$ cat config.mk
export PLATFORM = sky130hd
export DESIGN_NAME = mdio_mgmt_top
export DESIGN_NICKNAME = d
export VERILOG_FILES = /design/src/rtl/mdio_mgmt_pkg.sv /design/src/rtl/mdio_clk_div.sv /design/src/rtl/mdio_frame_engine.sv /design/src/rtl/mdio_reg_file.sv /design/src/rtl/mdio_mgmt_top.sv
export SDC_FILE = /design/constraint.sdc
export NUM_CORES = 1
export LEC_CHECK = 0
export BUFFER_PORTS_ARGS = -buffer_cell sky130_fd_sc_hd__buf_2
export CORE_MARGIN = 1
export CORE_UTILIZATION = 48
export DETAILED_ROUTE_END_ITERATION = 10
export PLACE_DENSITY = 0.72
export REMOVE_ABC_BUFFERS = 1
export SLEW_MARGIN = 20
export SYNTH_ARGS = -nofsm -noshare
export SYNTH_HDL_FRONTEND = slang
export SYNTH_SLANG_ARGS = --single-unit
$ cat constraint.sdc
create_clock -name clk -period 4.3 [get_ports clk]
set_input_delay 0 -clock clk [delete_from_list [all_inputs] [get_ports clk]]
set_output_delay 0 -clock clk [all_outputs]
set_load 0.02 [all_outputs]
$ cat src/rtl/mdio_mgmt_pkg.sv
`timescale 1ns/1ps
package mdio_mgmt_pkg;
  localparam int MDIO_DATA_W = 16;
  localparam int BUS_W       = 32;

  typedef enum logic [1:0] {
    A_CTRL = 2'd0,
    A_CMD  = 2'd1,
    A_DATA = 2'd2,
    A_STAT = 2'd3
  } reg_addr_e;

  localparam int CMD_RD_BIT    = 15;
  localparam int CMD_WR_BIT    = 14;
  localparam int CMD_PHY_LSB   = 5;
  localparam int CMD_REG_LSB   = 0;
  localparam int CTRL_SRST_BIT = 0;
  localparam int CTRL_NOPRE    = 8;
  localparam int CTRL_DIV_LSB  = 9;
endpackage

$ cat src/rtl/mdio_clk_div.sv
`timescale 1ns/1ps
module mdio_clk_div #(
  parameter int DIV_W = 8
) (
  input  logic             clk,
  input  logic             rst,
  input  logic             abort,
  input  logic             start,
  input  logic             run,
  input  logic [DIV_W-1:0] div_field,
  output logic             mdc,
  output logic             rise_evt,
  output logic             fall_evt
);
  logic [DIV_W-1:0] per_m1_q, lo_m1_q, cnt_q;
  logic [DIV_W-1:0] pm1_new;
  logic [DIV_W:0]   d_new, lo_new, lo_m1_new;
  logic             mdc_q;

  always_comb begin
    pm1_new   = (div_field == '0) ? DIV_W'(1) : div_field;
    d_new     = {1'b0, pm1_new} + 1'b1;
    lo_new    = d_new - (d_new >> 1);
    lo_m1_new = lo_new - 1'b1;
  end

  always_ff @(posedge clk) begin
    if (rst) begin
      per_m1_q <= DIV_W'(1);
      lo_m1_q  <= '0;
    end else if (start) begin
      per_m1_q <= pm1_new;
      lo_m1_q  <= lo_m1_new[DIV_W-1:0];
    end
  end

  assign rise_evt = run && (cnt_q == lo_m1_q);
  assign fall_evt = run && (cnt_q == per_m1_q);

  always_ff @(posedge clk) begin
    if (rst || !run) cnt_q <= '0;
    else if (cnt_q == per_m1_q) cnt_q <= '0;
    else cnt_q <= cnt_q + 1'b1;
  end

  always_ff @(posedge clk) begin
    if (rst || abort || !run) mdc_q <= 1'b0;
    else if (fall_evt) mdc_q <= 1'b0;
    else if (rise_evt) mdc_q <= 1'b1;
  end

  assign mdc = mdc_q;
endmodule

$ cat src/rtl/mdio_frame_engine.sv
`timescale 1ns/1ps
module mdio_frame_engine #(
  parameter int PRE_LEN = 32,
  parameter int DATA_W  = 16
) (
  input  logic              clk,
  input  logic              rst,
  input  logic              abort,
  input  logic              start,
  input  logic              start_rd,
  input  logic              start_nopre,
  input  logic [4:0]        start_phy,
  input  logic [4:0]        start_reg,
  input  logic [DATA_W-1:0] start_wdata,
  input  logic              rise_evt,
  input  logic              fall_evt,
  input  logic              mdio_i,
  output logic              busy,
  output logic              mdio_o,
  output logic              mdio_oe,
  output logic              rd_done,
  output logic [DATA_W-1:0] rd_data
);
  localparam int BODY_LEN  = 2 + 2 + 5 + 5 + 2 + DATA_W;
  localparam int FRAME_LEN = PRE_LEN + BODY_LEN;
  localparam int IDX_W     = $clog2(FRAME_LEN);

  logic [BODY_LEN-1:0]  body;
  logic [FRAME_LEN-1:0] image, sh_q;
  logic [IDX_W-1:0]     idx_q, last_q, idx_nxt;
  logic                 active_q, op_rd_q, mdo_q, oe_q, done_q;
  logic [DATA_W-1:0]    shin_q;

  always_comb begin
    body = {2'b01,
            start_rd ? 2'b10 : 2'b01,
            start_phy, start_reg,
            start_rd ? 2'b00 : 2'b10,
            start_rd ? {DATA_W{1'b0}} : start_wdata};
    if (start_nopre) image = {body, {PRE_LEN{1'b0}}};
    else             image = {{PRE_LEN{1'b1}}, body};
  end

  assign idx_nxt = idx_q + 1'b1;

  always_ff @(posedge clk) begin
    if (rst || abort) begin
      active_q <= 1'b0;
      op_rd_q  <= 1'b0;
      mdo_q    <= 1'b0;
      oe_q     <= 1'b0;
      done_q   <= 1'b0;
      idx_q    <= '0;
      last_q   <= '0;
      sh_q     <= '0;
      shin_q   <= '0;
    end else begin
      done_q <= 1'b0;
      if (start && !active_q) begin
        active_q <= 1'b1;
        op_rd_q  <= start_rd;
        sh_q     <= image;
        idx_q    <= '0;
        last_q   <= start_nopre ? IDX_W'(BODY_LEN - 1) : IDX_W'(FRAME_LEN - 1);
        mdo_q    <= image[FRAME_LEN-1];
        oe_q     <= 1'b1;
        shin_q   <= '0;
      end else if (active_q) begin
        if (rise_evt && op_rd_q && (idx_q >= (last_q - IDX_W'(DATA_W - 1))))
          shin_q <= {shin_q[DATA_W-2:0], mdio_i};
        if (fall_evt) begin
          if (idx_q == last_q) begin
            active_q <= 1'b0;
            oe_q     <= 1'b0;
            mdo_q    <= 1'b0;
            done_q   <= op_rd_q;
          end else begin
            idx_q <= idx_nxt;
            sh_q  <= sh_q << 1;
            mdo_q <= sh_q[FRAME_LEN-2];
            oe_q  <= !op_rd_q || (idx_nxt <= (last_q - IDX_W'(DATA_W + 2)));
          end
        end
      end
    end
  end

  assign busy    = active_q;
  assign mdio_o  = mdo_q;
  assign mdio_oe = oe_q;
  assign rd_done = done_q;
  assign rd_data = shin_q;
endmodule

$ cat src/rtl/mdio_reg_file.sv
`timescale 1ns/1ps
module mdio_reg_file
  import mdio_mgmt_pkg::*;
#(
  parameter int DIV_W       = 8,
  parameter int DIV_RESET   = 39,
  parameter int SRST_CYCLES = 8
) (
  input  logic                   clk,
  input  logic                   rst,
  input  logic                   reg_wr,
  input  logic [1:0]             reg_addr,
  input  logic [BUS_W-1:0]       reg_wdata,
  output logic [BUS_W-1:0]       reg_rdata,
  input  logic                   eng_busy,
  input  logic                   rd_done,
  input  logic [MDIO_DATA_W-1:0] rd_data,
  output logic                   start,
  output logic                   start_rd,
  output logic [4:0]             start_phy,
  output logic [4:0]             start_reg,
  output logic [MDIO_DATA_W-1:0] data_val,
  output logic                   nopre,
  output logic [DIV_W-1:0]       div_field,
  output logic                   soft_rst
);
  localparam int CNT_W = $clog2(SRST_CYCLES + 1);

  logic [CNT_W-1:0]       srst_cnt_q;
  logic                   srst_act;
  logic                   nopre_q;
  logic [DIV_W-1:0]       div_q;
  logic [15:0]            cmd_q;
  logic [MDIO_DATA_W-1:0] data_q;
  logic [BUS_W-1:0]       rdata_q, ctrl_rd;
  logic                   wr_ctrl, wr_cmd, wr_data, cmd_ok;
  logic                   unused_wdata;

  assign unused_wdata = ^reg_wdata;
  assign srst_act = (srst_cnt_q != '0);
  assign wr_ctrl  = reg_wr && (reg_addr == A_CTRL) && !srst_act;
  assign wr_cmd   = reg_wr && (reg_addr == A_CMD)  && !srst_act;
  assign wr_data  = reg_wr && (reg_addr == A_DATA) && !srst_act;
  assign cmd_ok   = reg_wdata[CMD_RD_BIT] ^ reg_wdata[CMD_WR_BIT];
  assign start    = wr_cmd && cmd_ok && !eng_busy;

  always_ff @(posedge clk) begin
    if (rst) srst_cnt_q <= '0;
    else if (wr_ctrl && reg_wdata[CTRL_SRST_BIT]) srst_cnt_q <= CNT_W'(SRST_CYCLES);
    else if (srst_act) srst_cnt_q <= srst_cnt_q - 1'b1;
  end

  always_ff @(posedge clk) begin
    if (rst || srst_act) begin
      nopre_q <= 1'b0;
      div_q   <= DIV_W'(DIV_RESET);
    end else if (wr_ctrl && !reg_wdata[CTRL_SRST_BIT]) begin
      nopre_q <= reg_wdata[CTRL_NOPRE];
      div_q   <= reg_wdata[CTRL_DIV_LSB +: DIV_W];
    end
  end

  always_ff @(posedge clk) begin
    if (rst || srst_act) cmd_q <= '0;
    else if (start)
      cmd_q <= {reg_wdata[CMD_RD_BIT], reg_wdata[CMD_WR_BIT], 4'b0000,
                reg_wdata[CMD_PHY_LSB +: 5], reg_wdata[CMD_REG_LSB +: 5]};
  end

  always_ff @(posedge clk) begin
    if (rst || srst_act) data_q <= '0;
    else if (rd_done) data_q <= rd_data;
    else if (wr_data && !eng_busy) data_q <= reg_wdata[MDIO_DATA_W-1:0];
  end

  always_comb begin
    ctrl_rd = '0;
    ctrl_rd[CTRL_DIV_LSB +: DIV_W] = div_q;
    ctrl_rd[CTRL_NOPRE]            = nopre_q;
    ctrl_rd[CTRL_SRST_BIT]         = srst_act;
  end

  always_ff @(posedge clk) begin
    if (rst) rdata_q <= '0;
    else begin
      case (reg_addr)
        A_CTRL:  rdata_q <= ctrl_rd;
        A_CMD:   rdata_q <= {{(BUS_W-16){1'b0}}, cmd_q};
        A_DATA:  rdata_q <= {{(BUS_W-MDIO_DATA_W){1'b0}}, data_q};
        default: rdata_q <= {{(BUS_W-1){1'b0}}, eng_busy};
      endcase
    end
  end

  assign reg_rdata = rdata_q;
  assign start_rd  = reg_wdata[CMD_RD_BIT];
  assign start_phy = reg_wdata[CMD_PHY_LSB +: 5];
  assign start_reg = reg_wdata[CMD_REG_LSB +: 5];
  assign data_val  = data_q;
  assign nopre     = nopre_q;
  assign div_field = div_q;
  assign soft_rst  = srst_act;
endmodule

$ cat src/rtl/mdio_mgmt_top.sv
`timescale 1ns/1ps
module mdio_mgmt_top
  import mdio_mgmt_pkg::*;
#(
  parameter int DIV_W       = 8,
  parameter int DIV_RESET   = 39,
  parameter int SRST_CYCLES = 8,
  parameter int PRE_LEN     = 32
) (
  input  logic        clk,
  input  logic        rst,
  input  logic        reg_wr,
  input  logic [1:0]  reg_addr,
  input  logic [31:0] reg_wdata,
  output logic [31:0] reg_rdata,
  output logic        mdc,
  input  logic        mdio_i,
  output logic        mdio_o,
  output logic        mdio_oe
);
  logic                   eng_busy, rd_done, start, start_rd, nopre, soft_rst;
  logic                   rise_evt, fall_evt;
  logic [4:0]             start_phy, start_reg;
  logic [MDIO_DATA_W-1:0] rd_data, data_val;
  logic [DIV_W-1:0]       div_field;

  mdio_reg_file #(
    .DIV_W(DIV_W), .DIV_RESET(DIV_RESET), .SRST_CYCLES(SRST_CYCLES)
  ) u_regs (
    .clk(clk), .rst(rst), .reg_wr(reg_wr), .reg_addr(reg_addr),
    .reg_wdata(reg_wdata), .reg_rdata(reg_rdata), .eng_busy(eng_busy),
    .rd_done(rd_done), .rd_data(rd_data), .start(start), .start_rd(start_rd),
    .start_phy(start_phy), .start_reg(start_reg), .data_val(data_val),
    .nopre(nopre), .div_field(div_field), .soft_rst(soft_rst)
  );

  mdio_clk_div #(.DIV_W(DIV_W)) u_div (
    .clk(clk), .rst(rst), .abort(soft_rst), .start(start), .run(eng_busy),
    .div_field(div_field), .mdc(mdc), .rise_evt(rise_evt), .fall_evt(fall_evt)
  );

  mdio_frame_engine #(.PRE_LEN(PRE_LEN), .DATA_W(MDIO_DATA_W)) u_eng (
    .clk(clk), .rst(rst), .abort(soft_rst), .start(start), .start_rd(start_rd),
    .start_nopre(nopre), .start_phy(start_phy), .start_reg(start_reg),
    .start_wdata(data_val), .rise_evt(rise_evt), .fall_evt(fall_evt),
    .mdio_i(mdio_i), .busy(eng_busy), .mdio_o(mdio_o), .mdio_oe(mdio_oe),
    .rd_done(rd_done), .rd_data(rd_data)
  );
endmodule

==> results of run 1 <==
## flip-flops by register name, indices dropped and copies added (netlist names)
name               cells
u_eng.rd_done          1
u_regs.cmd_q          11
u_eng.mdio_o           1
u_regs.nopre           1
u_regs.srst_cnt_q      4
u_div.cnt_q            8
u_eng.mdio_oe          1
u_regs.div_field       8
u_div.mdc              1
u_eng.busy             1
u_regs.reg_rdata      17
u_div.per_m1_q         5
u_eng.idx_q            6
u_eng.rd_data         16
u_eng.op_rd_q          1
u_eng.last_q           2
u_div.lo_m1_q          8
u_regs.data_val       16
u_eng.sh_q            63
## cells by family after synthesis
| logic type | Yosys count |
|---|---|
| compound gates | 250 |
| fa+ha+maj | 16 |
| mux | 50 |
| simple gates | 305 |
| flops | 171 |
| buf+inv | 112 |
| xor+xnor | 36 |
| other cells | 1 |
## metrics by stage
stage | instance area [um2] | setup slack, ns | util [%] | hold WS [ns]
after detailed placement | 8380 | 1.32 | 50.4 | 0.281
final | 9260 | 1.31 | 55.6 | 0.00939
after floorplan | 7750 | -1.14 | - | 0.0691
after global placement | 8380 | 1.37 | 50.4 | 0.273
after global routing | 9260 | 1.14 | 55.6 | 0.0257
after CTS | 9220 | 1.31 | 55.4 | 0.0000299
## layout by cell type (no fill, tap or decap), types with 23 or more instances in the layout
cell type,Yosys,layout
a21oi_1,87,87
dfxtp_1,171,171
a31o_2,23,23
o21ai_0,31,30
nor2_1,67,64
mux2i_1,49,49
nand2_1,92,92
buf_2,11,42
a211oi_1,34,34
nand3_1,40,40
## worst reg2reg max path: stages (launching register included)
cell	delay, ns
dfxtp_1	0.39
or4_4	0.58
o22a_4	0.24
o2111a_1	0.42
nor2_2	0.66
buf_4	0.43
o21ai_0	0.15
## timing repair
action,CTS,global route
hold buffers,19,0
endpoints found under the hold margin,38,0
buffers inserted,0,0
resized for setup,0,0
## routing by layer
metal,vias to the layer above,global-route usage [%],share of wire [%]
met1,3318,30.7,46
met3,30,5.40,5.4
li1,3393,-,-
met5,-,0,0.065
met4,2,7.54,1.7
met2,175,36.7,47
## worst max-delay path by stage
| stage | cells past startpoint | slack [ns] | start | to |
|---|---|---|---|---|
| global route | 8 | 1.14 | u_regs.srst_cnt_q[0] | u_eng.sh_q[15] |
| detailed placement | 6 | 1.32 | u_eng.idx_q[1] | u_eng.sh_q[37] |
| floorplan | 6 | -1.14 | u_regs.srst_cnt_q[0] | u_eng.sh_q[14] |
| CTS | 6 | 1.31 | u_eng.idx_q[1] | u_eng.sh_q[34] |
| finish | 6 | 1.31 | u_eng.idx_q[1] | u_eng.sh_q[60] |
| global placement | 6 | 1.37 | u_eng.idx_q[1] | u_eng.sh_q[39] |
## final cells by class
cell class                 instances  area (um2)  share of cell area, %
multi-input combinational        672        4330                   46.8
sequential                       171        3420                   37.0
timing repair buffer              76         533                   5.76
clock buffer                      22         484                   5.23
tap                              220         275                   2.97
clock inverter                    10         160                   1.73
inverter                          13        48.8                  0.527
## power groups by stage
stage                     sequential (mW)  clock, mW  combinational, mW
after detailed placement             1.71          0              0.689
after CTS                            1.67       1.69              0.707
final                                1.67       1.66              0.715
after global placement               1.71          0              0.680
after global routing                 1.68       1.75              0.783
after floorplan                      1.70          0              0.418
==> run metrics, run 1 <==
most common cell in the netlist=dfxtp_1; R2R Setup Slk=1.31 ns; Initial Utilization=between 40% and 50%; CP Max Fanout=21; Post-DRT Antenna Nets=0; simple-gate area share of the yosys netlist=18.5%; CTS tree=yes; clock share of power=around two fifths; die area=17600 um2; CTS Root Cell=clkbuf_16; clock latency on the worst-skew pair=0.44 ns; layout cells sized above 1=13.1%; Detailed Route WL=20.0 mm; Compound-Gate Fraction of Synth Area=20.4%; period utilization=69.5%; worst-margin pin slew=roughly 1.2 ns; Yosys reg bits=171; main flop type after synthesis=dfxtp_1; R2R depth=6; Setup crit end kind=flop; final hold viol count=0; family with the most delay on the worst path=simple AND/OR/NAND/NOR gates; global-route wire length before repair=32.3 mm; hold path depth=2; setup TNS=0 ns; Post-synth ARST share=0%; largest family of logic cells by synthesized area=compound AO/OA/AOI/OAI gates; drt pass-1 iters=4; worst path cell trace=or4_4, o22a_4, o2111a_1, nor2_2, buf_4, o21ai_0; Area contributors post-synth=dfxtp_1, mux2i_1, a21oi_1; Setup CP Type=reg2reg; Synth Area in Adders=2.44%; Pwr Total=4.05 mW; Ports=73; DP Wirelength=12.4 mm; top cell type's share of synthesized area=between 40% and 50%; max cap viols=0; Clock Sink Count=171; Critical Path AT=3.29 ns; Slew HR=20.6%; DR vias/cell=5.84; top cells by count, synth=dfxtp_1, nand2_1, a21oi_1, nor2_1, clkbuf_1; pwr dens=438 nW/um2; Reg clk slew, reported paths=0.06 ns; status=finished, final reports clean; DR DRC count=0; RR Startpoint=u_eng.idx_q[1]; Sw Share=between 20% and 30%; mux cell area share after synthesis=around 6.3%; Int Power=2.86 mW; Post-Syn Area=8210 um2; Max Clock Freq=335 MHz; Combinational Power Share=about 18%; Slew Limit Fails=0; synthesized netlist cell count=around 940; XOR/XNOR Fraction of Synth Area=3.84%; DR vias=6918; Worst path slowest cell=nor2_2; Finished Layout Cells=about 1.2k; initial antenna violation count=1; CP Buf/Inv Count=1; total track usage=23.0%; Port Buffers=42; crit-path max cell delay=0.66 ns; average cell area after synthesis=roughly 8.7 um2; share of power burned in registers=41.3%; final setup fails=0; NumNets Final=1005; DIE WIDTH=133 um; cell taking the most area after synthesis=dfxtp_1; Clock Path Buffers=2; die height=133 um; Synth cell types=58; Ys Warns=0; largest net degree at the start of global routing=68; Min-Delay Path Class=in2reg; Seq/Total Area, Yosys=41.7%; total number of H-tree levels=4; required time of the critical path=4.61 ns; Post-Place Cells=1132; Iter 0 DRT Violations=600; Net Sw Power=1.19 mW; Max VDD drop=around 0.00034 V; vias in the first global route=between 6k and 7k; worst-case hold path end point=u_regs.reg_rdata[12]; row cnt=47; filler instances=1503; EDFF count, synth=0; core area=~17000 um2; GP Congestion=roughly 0.80; final worst path period need=~3 ns; wire per inst=16.9 um; unrepaired setup endpoints after global routing=no; worst clock skew=0.0109 ns; critical path launch point type=flop; Overflow after GRT=0; antenna diode count=0; min-delay src=reg_addr[0]; Reg2Reg Capture Point=u_eng.sh_q[60]; CTS Buf Count=17; P&R area growth vs syn=12.8%; leakage=3.44 nW
(Power assumes the default switching activity.)
==> inputs of run 2 (changes only) <==
--- a/config.mk
+++ b/config.mk
@@ -5,11 +5,12 @@
 export SDC_FILE = /design/constraint.sdc
 export NUM_CORES = 1
 export LEC_CHECK = 0
+export ABC_AREA = 1
 export BUFFER_PORTS_ARGS = -buffer_cell sky130_fd_sc_hd__buf_2
 export CORE_MARGIN = 1
 export CORE_UTILIZATION = 48
 export DETAILED_ROUTE_END_ITERATION = 10
-export PLACE_DENSITY = 0.72
+export PLACE_DENSITY = 0.71
 export REMOVE_ABC_BUFFERS = 1
 export SLEW_MARGIN = 20
 export SYNTH_ARGS = -nofsm -noshare
==> constraint.sdc (replaced) <==
create_clock -name clk -period 3 [get_ports clk]
set_input_delay 0 -clock clk [delete_from_list [all_inputs] [get_ports clk]]
set_output_delay 0 -clock clk [all_outputs]
set_load 0.02 [all_outputs]
==> run 2 against run 1 <==
  * Maximum frequency increased by 17%
  * Highest routed layer is now met4
  * Global-route usage is 2.1 points higher
  * Critical path type unchanged
  * Routed wire length increased by 20%
  * The flow now finishes with violations (DRC)
  * Hold slack better by 0.011 ns
  * Via count increased by 27%
==> run metrics, run 2 <==
most frequent cells in the layout=nand2_1, inv_1, dfxtp_1, nor2_1, nand3_1; total track usage=25.1% (+2.1 points); P&R area growth vs syn=11.1%; NumNets Final=1487 (+48%); Post-Syn Area=9150 um2 (+12%); final worst path period need=2.55 ns (-0.435 ns); leakage=4.43 nW (+29%); Reg clk slew, reported paths=0.07 ns (about the same); layout cells sized above 1=8.44% (-4.6 points); Clock Sink Count=171 (unchanged); Yosys reg bits=171 (unchanged); CP Max Fanout=4 (-81%); CTS Root Cell=clkbuf_16; Critical Path AT=2.87 ns (-0.42 ns); max reg flops=63 (unchanged); die area=19600 um2 (+11%); Slew Limit Fails=0 (unchanged); average cell area after synthesis=6.45 um2 (-26%); required time of the critical path=3.32 ns (-1.29 ns); Min-Delay Path Class=in2reg; top cells by count, synth=nand2_1, inv_1, dfxtp_1, nor2_1, nand3_1; commonest non-fill, non-tap cell in the layout=nand2_1; DR DRC count=1 (+1); GP Congestion=0.890 (+12%); DP Wirelength=14.8 mm (+20%); final hold viol count=0 (unchanged); Most flops, register=u_eng.sh_q; vias in the first global route=7934 (+27%); final setup fails=0 (unchanged); Initial Utilization=48.9% (-0.37 points); period utilization=85.1% (+16 points); Max VDD drop=0.000356 V (+5.5%); EDFF count, synth=0 (unchanged); die height=140 um (+5.5%); Iter 0 DRT Violations=691 (+15%); antenna diode count=0 (unchanged); largest net degree at the start of global routing=85 (+25%); setup TNS=0 ns (unchanged); Overflow after GRT=0 (unchanged); cell taking the most area after synthesis=dfxtp_1; CTS Buf Count=17 (unchanged); DR vias=8782 (+27%); most common cell in the netlist=nand2_1; DIE WIDTH=140 um (+5.5%); total number of H-tree levels=4 (unchanged); DR vias/cell=5.23 (-11%); Seq/Total Area, Yosys=37.4% (-4.3 points); global-route wire length before repair=39.6 mm (+23%); failing checks=DRC; Area contributors post-synth=dfxtp_1, nand2_1, nand3_1; worst-margin pin slew=0.794 ns (-0.395 ns); Clock Path Buffers=2 (unchanged); Setup crit end kind=flop; max cap viols=0 (unchanged); critical path launch point type=flop; initial antenna violation count=0 (-1); wire per inst=14.3 um (-15%); drt pass-1 iters=8 (+4); main flop type after synthesis=dfxtp_1; unrepaired setup endpoints after global routing=no; status=complete, but fails checks; core area=18700 um2 (+12%); Ports=73 (unchanged); worst clock skew=0.0105 ns (-0.000442 ns); Setup CP Type=reg2reg; post-CTS setup repair buffer count=0 (unchanged); pwr dens=576 nW/um2 (+32%); Ys Warns=0 (unchanged); Synth cell types=42 (-28%); CTS tree=yes; Post-synth ARST share=0% (unchanged); Slew HR=47.1% (+27 points); Max Clock Freq=392 MHz (+17%); clock latency on the worst-skew pair=0.43 ns (about the same); Port Buffers=42 (unchanged); row cnt=50 (+6.4%); Detailed Route WL=24.0 mm (+20%); Post-DRT Antenna Nets=0 (unchanged); Place WS=0.528 ns (-0.795 ns); synthesized netlist cell count=1418 (+51%); top cell type's share of synthesized area=37.4% (-4.3 points); Final WS setup=0.447 ns (-0.865 ns)
==> run 2: cell count changes after synthesis, sizes merged, moves of 20 or more <==
cell and change:
o21ai +43, mux2i -49, inv +174, a211oi -34
nand3 +106, a31o -25, nand2 +283, clkbuf -20
nor2 +95, a21oi +21
==> run 2: cells by family (layout without fill, tap and decap cells) <==
group | after synthesis | count (layout) | share of synthesized area, %
adders and majority gates | 16 | 16 | 2.19
and+or+nand+nor | 724 | 724 | 33.3
other | 1 | 15 | 0.0410
buffers and inverters | 285 | 299 | 13.4
xor gates and xnor gates | 11 | 11 | 1.05
AOI/OAI and AO/OA | 210 | 210 | 12.6
DFF | 171 | 171 | 37.4
==> run 2: worst max-delay path: stages (launching register included) <==
cell and delay (ns):
dfxtp_1 0.40, inv_1 0.11, nor2_1 0.20, nand2_1 0.11
nor2_1 0.18, nand3_1 0.18, xor2_1 0.19, ha_1 0.35
a21oi_1 0.15, a21boi_0 0.26, nand2_1 0.08, a21oi_1 0.15
a21oi_1 0.08
==> run 2: final cells by class <==
type	count	area, um2
clock buffer	18	439
clock inverter	14	170
fill	1868	8540
inverter	188	706
multi-input combinational	976	4560
sequential	171	3420
tap	234	293
timing repair buffer	79	573
==> run 2: layer usage <==
layer	wire length [um]	global-route usage, %	part of all wire [%]
met2	11100	41.3	46
met1	11200	33.4	47
met3	1310	4.34	5.5
met5	0	0	0
met4	384	8.56	1.6
==> run 2: where the power goes <==
| part | internal (mW) | switching, mW | total [mW] |
|---|---|---|---|
| clock | 1.33 | 0.949 | 2.28 |
| combinational | 0.325 | 0.842 | 1.17 |
| sequential | 2.35 | 0.0571 | 2.41 |
==> run 2: final timing paths <==
| check | start | to | slack (ns) | cells past startpoint |
|---|---|---|---|---|
| max | u_regs.div_field[2] | u_div.lo_m1_q[7] | 0.45 | 12 |
| min | rst | u_regs.reg_rdata[5] | 0.02 | 2 |
| max reg2reg | u_regs.div_field[2] | u_div.lo_m1_q[7] | 0.45 | 12 |
| min reg2reg | u_regs.cmd_q[6] | u_regs.cmd_q[6] | 0.47 | 2 |
==> run 2: repair_timing <==
item / in CTS / in global routing
endpoints found under the hold margin: 34 / 0
gates resized for setup: 0 / 0
hold buffers: 19 / 0
==> run 2: metrics by stage <==
stage,instances,util (%),area [um2],hold slack [ns],power (mW)
2_1_floorplan,1335,-,8680,0.0691,3.25
3_3_place_gp,1629,50.1,9370,0.258,3.58
3_5_place_dp,1629,50.1,9370,0.258,3.59
4_1_cts,1680,54.4,10200,0.00637,5.88
5_1_grt,1680,54.4,10200,0.0349,6.13
6_report,1680,54.4,10200,0.0203,5.86
==> inputs of run 3 (changes only) <==
--- a/config.mk
+++ b/config.mk
@@ -15,4 +15,5 @@
 export SLEW_MARGIN = 20
 export SYNTH_ARGS = -nofsm -noshare
 export SYNTH_HDL_FRONTEND = slang
+export SYNTH_HIERARCHICAL = 1
 export SYNTH_SLANG_ARGS = --single-unit
==> run 3 against run 2 <==
  * The run now ends clean
  * Setup slack worse by 0.13 ns
  * Die area is 5.0% lower
  * Clock power is 4% lower
  * Utilization is 0.74 points higher
  * Critical path type unchanged
  * Largest cell class unchanged
==> run metrics, run 3 <==
status=finished, final reports clean; max cap viols=0 (unchanged); synthesized netlist cell count=1218 (-14%); total track usage=23.3% (-1.9 points); Critical Path AT=3.06 ns (+0.19 ns); commonest non-fill, non-tap cell in the layout=nand2_1; Initial Utilization=49.7% (+0.77 points); Ports=73 (unchanged); DP Wirelength=13.9 mm (-5.6%); Crit. Startpoint=u_regs/srst_cnt_q[0]; worst-margin pin slew=0.666 ns (-0.128 ns); row cnt=48 (-4.0%); met1 WL=10.1 mm (-9.7%); worst clock skew=0.0108 ns (+0.000335 ns); top cells by count, synth=nand2_1, dfxtp_1, nor2_1, inv_1; Max Clock Freq=373 MHz (-4.8%); Post-Place Cells=1431 (-12%); CP Max Fanout=31 (+27); drt pass-1 iters=5 (-3); Most flops, register=u_eng/sh_q; P&R area growth vs syn=10.9%; max reg flops=63 (unchanged); layout cells sized above 1=13.2% (+4.8 points); cell taking the most area after synthesis=dfxtp_1; EDFF count, synth=0 (unchanged); main flop type after synthesis=dfxtp_1; DIE WIDTH=137 um (-2.5%); Setup crit end kind=flop; Finished Layout Cells=1481 (-12%); antenna diode count=0 (unchanged); final hold viol count=0 (unchanged); most frequent cells in the layout=nand2_1, dfxtp_1, nor2_1, inv_1; NumNets Final=1298 (-13%); worst path cell trace=inv_1, ha_1, nand2_2, nor2_8, nand3_4, inv_1, nand2_2, nor2_2, buf_4, nand2_1, o21ai_0, nor2_1, nor2_1; Iter 0 DRT Violations=606 (-12%); most common cell in the netlist=nand2_1; Post-DRT Antenna Nets=0 (unchanged); Max VDD drop=0.000425 V (+19%); largest net degree at the start of global routing=58 (-32%); Worst path slowest cell=buf_4; critical path launch point type=flop; Area contributors post-synth=dfxtp_1, nand2_1, nor2_1; vias in the first global route=6607 (-17%); die area=18600 um2 (-5.0%); critical path depth in cells=13 (+1); CTS Root Cell=clkbuf_16; Clock Sink Count=172 (+0.58%); Final WS setup=0.319 ns (-0.128 ns); total number of H-tree levels=4 (unchanged); GP Congestion=0.868 (-2.5%); CTS tree=yes; Overflow after GRT=0 (unchanged); initial antenna violation count=0 (unchanged); average cell area after synthesis=7.13 um2 (+10%); Synth cell types=46 (+9.5%); Min-Delay Path Class=in2reg; leakage=4.10 nW (-7.3%); Ys Warns=6 (+6); max layer used=met4; Slew Limit Fails=0 (unchanged); CP Buf/Inv Count=3 (+2); wire length on met2=9.72 mm (-12%); WL met3=1.10 mm (-16%); end-of-flow core utilization=55.1% (+0.74 points); final setup fails=0 (unchanged); pwr dens=584 nW/um2 (+1.4%); Seq/Total Area, Yosys=39.6% (+2.2 points); Post-synth ARST share=0% (unchanged); DR DRC count=0 (-1); Reg2Reg Capture Point=u_eng/sh_q[3]; Detailed Route WL=21.3 mm (-11%); top cell type's share of synthesized area=39.6% (+2.2 points); unrepaired setup endpoints after global routing=no; RR Startpoint=u_regs/srst_cnt_q[0]; final worst path period need=2.68 ns (+0.128 ns); post-CTS setup repair buffer count=0 (unchanged); Yosys reg bits=172 (+0.58%); crit-path max cell delay=0.36 ns (-0.04 ns); core area=17500 um2 (-6.6%); Reg clk slew, reported paths=0.07 ns (about the same); R2R depth=13 (+1); required time of the critical path=3.38 ns (+0.06 ns); Setup CP Type=reg2reg; CTS Buf Count=17 (unchanged); R2R Setup Slk=0.32 ns (-0.13 ns); Clock Path Buffers=2 (unchanged); DR vias/cell=5.28 (+1.0%); Slew HR=55.6% (+8.5 points); Post-Syn Area=8690 um2 (-5.1%); clock latency on the worst-skew pair=0.43 ns (about the same); end of the critical path=u_eng/sh_q[3]; period utilization=89.4% (+4.3 points); global-route wire length before repair=33.7 mm (-15%); wire per inst=14.4 um (+0.92%); Port Buffers=42 (unchanged); die height=137 um (-2.5%); Place WS=0.344 ns (-0.185 ns); quantity of gates resized following cts=0 (unchanged); family with the most delay on the worst path=simple AND/OR/NAND/NOR gates; DR vias=7821 (-11%)
[run 3: cell count changes after synthesis, moves of 12 or more]
cell / before / now
a21oi_1: 107 / 88
a221oi_1: 0 / 13
buf_2: 31 / 19
inv_1: 181 / 107
nand2_1: 367 / 291
nand3_1: 144 / 73
nor2_1: 160 / 137
nor3_1: 20 / 2
o21ai_0: 56 / 88
o21ai_1: 18 / 2
[run 3: how the worst min path moves through the flow]
| stage | startpoint | endpoint | slack [ns] | depth (start not counted) |
|---|---|---|---|---|
| floorplan | rst | u_regs/reg_rdata[10] | 0.07 | 1 |
| global placement | reg_wdata[10] | u_regs/div_field[1] | 0.27 | 3 |
| detailed placement | reg_wdata[11] | u_regs/div_field[2] | 0.27 | 3 |
| CTS | reg_addr[0] | u_regs/cmd_q[15] | 0.009 | 5 |
| global route | reg_addr[0] | u_regs/cmd_q[15] | 0.05 | 5 |
| finish | reg_addr[0] | u_regs/cmd_q[15] | 0.02 | 5 |
[run 3: where the power goes]
| part | internal (mW) | switching (mW) |
|---|---|---|
| Clock | 1.27 | 0.931 |
| Sequential | 2.36 | 0.0582 |
| Combinational | 0.293 | 0.708 |
| Total | 3.93 | 1.70 |
[run 3: per-layer routing]
metal  up-vias  global-route usage [%]
met5         -                       0
met4         0                    9.44
met3        35                    3.56
met2       246                    36.2
met1      3578                    32.1
li1       3962                       -
[run 3: repair_timing]
action | in CTS | in global routing
hold endpoints to repair | 49 | 0
hold buffers | 19 | 0
setup endpoints to repair | 0 | 0
[run 3: stage by stage]
step / hold WS [ns] / power, mW / TNS, ns / area (um2)
CTS: 0.00868 / 5.66 / 0 / 9630
global placement: 0.270 / 3.42 / 0 / 8850
global route: 0.0538 / 5.85 / 0 / 9630
finish: 0.0192 / 5.63 / 0 / 9630
floorplan: 0.0691 / 3.13 / -59.04 / 8200
detailed placement: 0.273 / 3.43 / 0 / 8850
[run 3: cell families (layout without fill, tap and decap cells)]
family	after synthesis	in the layout	share of synthesized area, %
AO/OA/AOI/OAI	233	233	15.7
buffers and inverters	205	229	11.3
flip-flops	172	172	39.6
AND/OR/NAND/NOR	573	573	29.2
other	1	15	0.0432
adder cells (fa/ha/maj)	16	16	2.30
XOR/XNOR	18	18	1.82
[run 3: cell type report]
cell class                      count  area (um2)
Fill cell                        1643        7850
Multi-Input combinational cell    855        4320
Sequential cell                   172        3440
Timing Repair Buffer               79         548
Clock buffer                       19         453
Inverter                          119         447
Tap cell                          225         282
Clock inverter                     12         136
[run 3: worst register-to-register path: cells and delay by family (launching register included)]
| kind | cells | cell delay (ns) |
|---|---|---|
| AOI/OAI and AO/OA | 1 | 0.22 |
| adders and majority gates | 1 | 0.26 |
| buffers and inverters | 3 | 0.58 |
| DFF | 1 | 0.31 |
| and+or+nand+nor | 8 | 1.27 |
